`src/rtl/pdseq_pkg.sv`:
```
package pdseq_pkg;

    typedef enum logic [2:0] {
        PS_RUN      = 3'd0,
        PS_GATE     = 3'd1,
        PS_VCO_OFF  = 3'd2,
        PS_XTAL_OFF = 3'd3,
        PS_SLEEP    = 3'd4,
        PS_XTAL_ON  = 3'd5,
        PS_SETTLE   = 3'd6
    } pd_state_e;

    typedef struct packed {
        logic outputs;
        logic vco;
        logic xtal;
    } pd_ctl_t;

    function automatic pd_ctl_t ctl_of(pd_state_e st);
        pd_ctl_t c;
        c.outputs = (st == PS_RUN);
        c.vco     = (st == PS_RUN) || (st == PS_GATE) || (st == PS_SETTLE);
        c.xtal    = (st != PS_XTAL_OFF) && (st != PS_SLEEP);
        return c;
    endfunction

    function automatic int unsigned cnt_width(int unsigned n);
        return (n <= 2) ? 1 : $clog2(n);
    endfunction

endpackage

```
`src/rtl/pd_sync.sv`:
```
module pd_sync #(
    parameter int STAGES = 2
) (
    input  logic clk,
    input  logic rst,
    input  logic async_in,
    output logic sync_out
);
    logic [STAGES-1:0] chain;

    generate
        for (genvar i = 0; i < STAGES; i++) begin : g_stage
            if (i == 0) begin : g_first
                always_ff @(posedge clk) begin
                    if (rst) chain[0] <= 1'b1;
                    else     chain[0] <= async_in;
                end
            end else begin : g_next
                always_ff @(posedge clk) begin
                    if (rst) chain[i] <= 1'b1;
                    else     chain[i] <= chain[i-1];
                end
            end
        end
    endgenerate

    assign sync_out = chain[STAGES-1];
endmodule

```
`src/rtl/pd_wake_timer.sv`:
```
module pd_wake_timer #(
    parameter int unsigned TICKS = 16
) (
    input  logic clk,
    input  logic rst,
    input  logic run,
    input  logic tick,
    output logic done
);
    localparam int CW = pdseq_pkg::cnt_width(TICKS);
    localparam logic [CW-1:0] LAST = CW'(TICKS - 1);

    logic [CW-1:0] cnt;

    always_ff @(posedge clk) begin
        if (rst || !run)  cnt <= '0;
        else if (tick)    cnt <= cnt + 1'b1;
    end

    assign done = run && tick && (cnt == LAST);
endmodule

```
`src/rtl/pd_fsm.sv`:
```
module pd_fsm
    import pdseq_pkg::*;
(
    input  logic      clk,
    input  logic      rst,
    input  logic      pd_req,
    input  logic      settle_done,
    output pd_state_e state
);
    pd_state_e nxt;

    always_comb begin
        nxt = state;
        unique case (state)
            PS_RUN:      if (pd_req) nxt = PS_GATE;
            PS_GATE:     nxt = PS_VCO_OFF;
            PS_VCO_OFF:  nxt = PS_XTAL_OFF;
            PS_XTAL_OFF: nxt = PS_SLEEP;
            PS_SLEEP:    if (!pd_req) nxt = PS_XTAL_ON;
            PS_XTAL_ON:  nxt = PS_SETTLE;
            PS_SETTLE:   if (settle_done) nxt = PS_RUN;
            default:     nxt = PS_XTAL_ON;
        endcase
    end

    always_ff @(posedge clk) begin
        if (rst) state <= PS_XTAL_ON;
        else     state <= nxt;
    end
endmodule

```
`src/rtl/pd_out_gate.sv`:
```
module pd_out_gate (
    input  logic clk,
    input  logic rst,
    input  logic allow,
    input  logic cpu_stop_n,
    input  logic pci_stop_n,
    output logic cpu_clk_en,
    output logic pci_clk_en,
    output logic free_clk_en
);
    logic gate_q;

    // Updated on the falling edge so outputs stop low without a runt high pulse.
    always_ff @(negedge clk) begin
        if (rst) gate_q <= 1'b0;
        else     gate_q <= allow;
    end

    assign free_clk_en = gate_q;
    assign cpu_clk_en  = gate_q & cpu_stop_n;
    assign pci_clk_en  = gate_q & pci_stop_n;
endmodule

```
`src/rtl/pd_sequencer.sv`:
```
module pd_sequencer
    import pdseq_pkg::*;
#(
    parameter int          SYNC_STAGES  = 2,
    parameter int unsigned STABLE_TICKS = 50000
) (
    input  logic clk,
    input  logic rst,
    input  logic pd_n,
    input  logic ref_tick,
    input  logic cpu_stop_n,
    input  logic pci_stop_n,
    output logic cpu_clk_en,
    output logic pci_clk_en,
    output logic free_clk_en,
    output logic vco_en,
    output logic xtal_en
);
    logic      pd_n_sync;
    logic      settle_done;
    pd_state_e state;
    pd_ctl_t   ctl;

    pd_sync #(.STAGES(SYNC_STAGES)) sync_i (
        .clk      (clk),
        .rst      (rst),
        .async_in (pd_n),
        .sync_out (pd_n_sync)
    );

    pd_fsm fsm_i (
        .clk         (clk),
        .rst         (rst),
        .pd_req      (!pd_n_sync),
        .settle_done (settle_done),
        .state       (state)
    );

    pd_wake_timer #(.TICKS(STABLE_TICKS)) timer_i (
        .clk  (clk),
        .rst  (rst),
        .run  (state == PS_SETTLE),
        .tick (ref_tick),
        .done (settle_done)
    );

    assign ctl     = ctl_of(state);
    assign vco_en  = ctl.vco;
    assign xtal_en = ctl.xtal;

    pd_out_gate gate_i (
        .clk         (clk),
        .rst         (rst),
        .allow       (ctl.outputs),
        .cpu_stop_n  (cpu_stop_n),
        .pci_stop_n  (pci_stop_n),
        .cpu_clk_en  (cpu_clk_en),
        .pci_clk_en  (pci_clk_en),
        .free_clk_en (free_clk_en)
    );
endmodule

```
`config.mk`:
```
export PLATFORM = sky130hd
export DESIGN_NAME = pd_sequencer
export DESIGN_NICKNAME = d
export VERILOG_FILES = /design/src/rtl/pdseq_pkg.sv /design/src/rtl/pd_sync.sv /design/src/rtl/pd_wake_timer.sv /design/src/rtl/pd_fsm.sv /design/src/rtl/pd_out_gate.sv /design/src/rtl/pd_sequencer.sv
export SDC_FILE = /design/constraint.sdc
export NUM_CORES = 1
export LEC_CHECK = 0
export BUFFER_PORTS_ARGS = -buffer_cell sky130_fd_sc_hd__buf_2
export CORE_MARGIN = 4
export CORE_UTILIZATION = 56
export DETAILED_ROUTE_END_ITERATION = 12
export GPL_TIMING_DRIVEN = 0
export MAX_ROUTING_LAYER = met4
export PLACE_DENSITY = 0.76
export SYNTH_ARGS = -nofsm -noshare
export SYNTH_HDL_FRONTEND = slang
export SYNTH_SLANG_ARGS = --single-unit
```
`constraint.sdc`:
```
create_clock -name clk -period 1.6 [get_ports clk]
set_input_delay 0.32 -clock clk [delete_from_list [all_inputs] [get_ports clk]]
set_output_delay 0.32 -clock clk [all_outputs]
set_load 0.01 [all_outputs]
```
* After elaboration in Yosys (flattened, before gate mapping) *
Index checks and enable logic that the tools add are counted.

storage, ports and cells
  flip-flop bits (word level) = 22
  bits in latches = 0
  memory bits (writable) = 0
  memory bits (read-only) = 0
  input port bits = 6
  output and inout port bits = 5
  logic and storage cells = 33
  memories = 0

cells by class
  add/sub/neg operators = 1
  $mul = 0
  div/mod/pow operators = 0
  $lt $le $gt $ge = 0
  equality and inequality tests = 12
  shifts and indexed selects = 0
  muxes and demuxes = 4
  bitwise operators = 2
  reduce and logical (&&, ||, !) cells = 9

operators with widths
  cell                                                                    number
  3-bit one-hot mux with 7 select lines                                   1
  16-bit by 1-bit adder with 16-bit output (second input constant)        1
  16-bit equality test (second input constant)                            1
  3-bit equality test (second input constant)                             3
  3-bit 2-to-1 mux                                                        3
  3-bit by 2-bit equality test with 1-bit output (second input constant)  2
  2-bit != test (second input constant)                                   3
  3-bit by 1-bit equality test with 1-bit output (second input constant)  1
  1-bit logical AND                                                       3
  3-bit zero test                                                         1
  1-bit logical OR                                                        3
  3-bit by 2-bit != test with 1-bit output (second input constant)        1
  3-bit != test (second input constant)                                   1
  3-bit AND reduction                                                     1
  1-bit AND                                                               2
  1-bit zero test                                                         1

* Longest topological paths before layout *
  word-level depth = 5
  gate-level depth with buffers = 5
  gate-level depth less buffers = 4

* By module *
A second synthesis with hierarchy kept.

second synthesis, totals
  cell total of the unflattened synthesis = 116
  area total of the unflattened synthesis = 1019.7 µm²

by module, submodules not included
  module         instances  cells an instance  area an instance (µm²)  sequential area each (µm²)
  pd_wake_timer  1          85                 747.0                   320.3
  pd_fsm         1          13                 126.4                   60.1
  pd_sync        1          4                  52.6                    40.0
  pd_out_gate    1          5                  50.0                    20.0
  pd_sequencer   1          9                  43.8                    0.0

==> results.tsv <==
stage	metric	value	unit
synthesis	synthesized net count	129	
clock_tree	CTS root buffer	clkbuf_4	
finish	Final Instance Count excl. Fillers	159	
die	Initial Util	61.0	%
worst_setup_path	R2R setup slack	0.10	ns
placement	GPL Wtd Cong	0.790	
pwr	Pwr Density	871	nW/um^2
die	Die H	52.1	microns
synthesis	Synth Register Bits	22	
global_route	global-route wire length before repair	3.64	mm
drt	Vias	940	
synthesis	top cell type's share of synthesized area	40.5	%
worst_hold_path	hold path endpoint	sync_i.chain[0]	
placement	DPL Wire Length	1.53	mm
synthesis	Synth Flop Type	dfxtp_1	
clock_tree	worst skew pair latency	0.36	ns
run_status	status	finished with violations	
global_route	initial antenna violation count	0	
timing	RSZ-0062 raised after global routing	yes	
die	Die X	52.1	microns
clock_tree	CTS buffer count	3	
synthesis	Post-Syn Instances	122	
finish	share of post-route cells with drive strength above 1	26.1	%
clock_tree	H-tree levels	1	
drt	first-pass iteration count of the detailed router	4	
synthesis	most instantiated library cell after synthesis	dfxtp_1	
die	core area	1780	sq um
worst_hold_path	Hold Crit Start	pd_n	
synthesis	number of synthesized flops with an enable pin	0	
timing	Worst-Margin Slew	0.424	ns
drt	antenna viol nets, final	0	
timing	max-slew violations	0	
worst_hold_path	class of the worst hold path	input pin to flop	
pwr	VDD IR max	604	uV
synthesis	area leader, netlist	dfxtp_1	
drt	DR vias/cell	5.91	
global_route	largest net degree at the start of global routing	14	
finish	diode count	0	
synthesis	Mean Syn Cell Area	8.91	sq um
worst_setup_path	Crit. End Element	primary output	
clock_tree	CTS Sinks	22	
synthesis	most frequent cells after synthesis	dfxtp_1, nand2_1, nor2_1	
global_route	GRT Util Overall	18.5	%
run	max cap viols	0	
die	Total Die Area	2710	sq um
finish	Final Util	70.5	%
worst_hold_path	hold depth	2	
global_route	vias in the first global route	857	
timing	Setup TNS Final	-1.29	ns
finish	number of nets in the layout	142	
worst_setup_path	Slowest cell on crit path	dfxtp_2	
worst_setup_path	Req. time, crit path	1.28	ns
drt	Post-route DRC	0	
synthesis	Yosys warning count	0	
worst_setup_path	worst-path maximum fanout	3	
drt	Post-Route WL	2.11	mm
worst_setup_path	CP startpoint kind	flop	
worst_setup_path	Critical R2R Capture	gate_i.free_clk_en	
clock_tree	CTS tree	yes	
die	# rows	15	
drt	1st-iter DRT viols	17	
timing	Setup WS post-layout	-0.432	ns
timing	Final setup viols	3	
timing	skew final	0.0539	ns
clock_tree	clk buf depth	2	
pwr	leakage power	0.000401	uW
worst_setup_path	largest stage delay on the critical path	0.31	ns
synthesis	Post-synth ARST share	0	%
run_status	failing checks	setup timing	
worst_setup_path	kind of critical path	flop to primary output	
synthesis	count of unique library cells instantiated by Yosys	32	
synthesis	Synth Cell Area	1090	sq um
global_route	GRT Residual Overflow	0	
drt	drt wl/cell	13.3	microns
placement	placed cells	156	
placement	dpl ws	-0.0807	ns
die	I/O pins	11	
clock_tree	clock slew at reported path FFs	0.12	ns
worst_setup_path	WP data arrival	1.71	ns
finish	Area Growth Syn to Fin	15.7	%
synthesis	post-synthesis sequential area ratio	40.5	%
timing	Final Hold Viols	0	
worst_setup_path	R2R cell count	1	
synthesis	main area contributors after synthesis	dfxtp_1, mux2i_1, nand2_1	
timing	relative slew slack	71.7	%
placement	Buffers on Ports	9	
worst_setup_path	worst path cell trace	and2_4 > buf_6	
## through the flow
step,hold slack (ns),cell area [sq um],total power (uW)
after global placement,0.397,1170,733
after floorplan,0.389,1090,705
final,0.186,1260,1090
after global routing,0.164,1260,1160
after CTS,0.181,1240,1090
after detailed placement,0.417,1170,741
## cells by family (layout without fill, tap and decap cells)
| group | count (synthesis) | after routing | synth area share (%) |
|---|---|---|---|
| xor gates and xnor gates | 5 | 5 | 4.03 |
| adders and majority gates | 1 | 1 | 1.15 |
| muxes | 6 | 6 | 5.52 |
| DFF | 22 | 22 | 40.5 |
| AOI/OAI and AO/OA | 18 | 18 | 10.2 |
| and+or+nand+nor | 60 | 60 | 34.1 |
| buffers and inverters | 10 | 22 | 4.49 |
## routing by layer
metal	track usage [%]	up-vias	wire (microns)
li1	-	471	-
met1	21.8	455	1040
met2	30.5	10	982
met3	3.44	4	61
met4	7.86	0	23
met5	-	-	0
## layout by cell type, fill, tap and decap left out, types with 2 or more instances in the layout
| master | count |
|---|---|
| nand3_1 | 3 |
| o21ai_0 | 4 |
| o31ai_1 | 4 |
| nand2b_1 | 7 |
| buf_2 | 8 |
| clkbuf_4 | 4 |
| or4_1 | 5 |
| nor2_1 | 9 |
| buf_6 | 4 |
| xor2_1 | 3 |
| a21oi_1 | 7 |
| mux2i_1 | 6 |
| nand4_1 | 6 |
| inv_1 | 3 |
| and2_4 | 2 |
| dfxtp_1 | 17 |
| nor4_1 | 5 |
| nand2_1 | 10 |
| nand2_2 | 2 |
| xnor2_1 | 2 |
| dfxtp_2 | 5 |
| or2_2 | 2 |
## where the power goes
part	internal [uW]	total, uW	switching [uW]	leakage, uW
Clock	194	366	172	0.0000315
Sequential	566	587	20.9	0.000179
Combinational	68.8	142	73.5	0.000190
Total	829	1090	266	0.000401
## area by class of cell
type | count | area (sq um)
buffer | 5 | 32.5
clock buffer | 4 | 47.5
clock inverter | 1 | 3.75
fill | 150 | 526
inverter | 2 | 7.51
multi-input combinational | 90 | 617
sequential | 22 | 447
tap | 25 | 31.3
timing repair buffer | 10 | 71.3
## critical path: cells and delay by family (launching register included)
| kind | cells | cell delay [ns] |
|---|---|---|
| buffers and inverters | 1 | 0.11 |
| DFF | 1 | 0.31 |
| and+or+nand+nor | 1 | 0.13 |
## how the worst max path moves through the flow
stage | startpoint | end
2_1_floorplan | gate_i.free_clk_en | cpu_clk_en
3_3_place_gp | flop | gate_i.free_clk_en
3_5_place_dp | flop | gate_i.free_clk_en
4_1_cts | gate_i.free_clk_en | cpu_clk_en
5_1_grt | gate_i.free_clk_en | pci_clk_en
6_report | gate_i.free_clk_en | pci_clk_en
## flip-flops by register name, summed over array words and instances, names as in the netlist, named ones only
| signal | flops |
|---|---|
| fsm_i.state | 2 |
| gate_i.free_clk_en | 1 |
| sync_i.chain | 1 |
| sync_i.sync_out | 1 |
| timer_i.cnt | 16 |
## what timing repair did
| action | CTS | global route |
|---|---|---|
| buffers inserted | 1 | 0 |
| cloned | 0 | 0 |
| hold buffers | 0 | 0 |
| setup endpoints to repair | 7 | 9 |
| resized for setup | 5 | 7 |
Note: power is estimated with default switching activity, not from simulation.
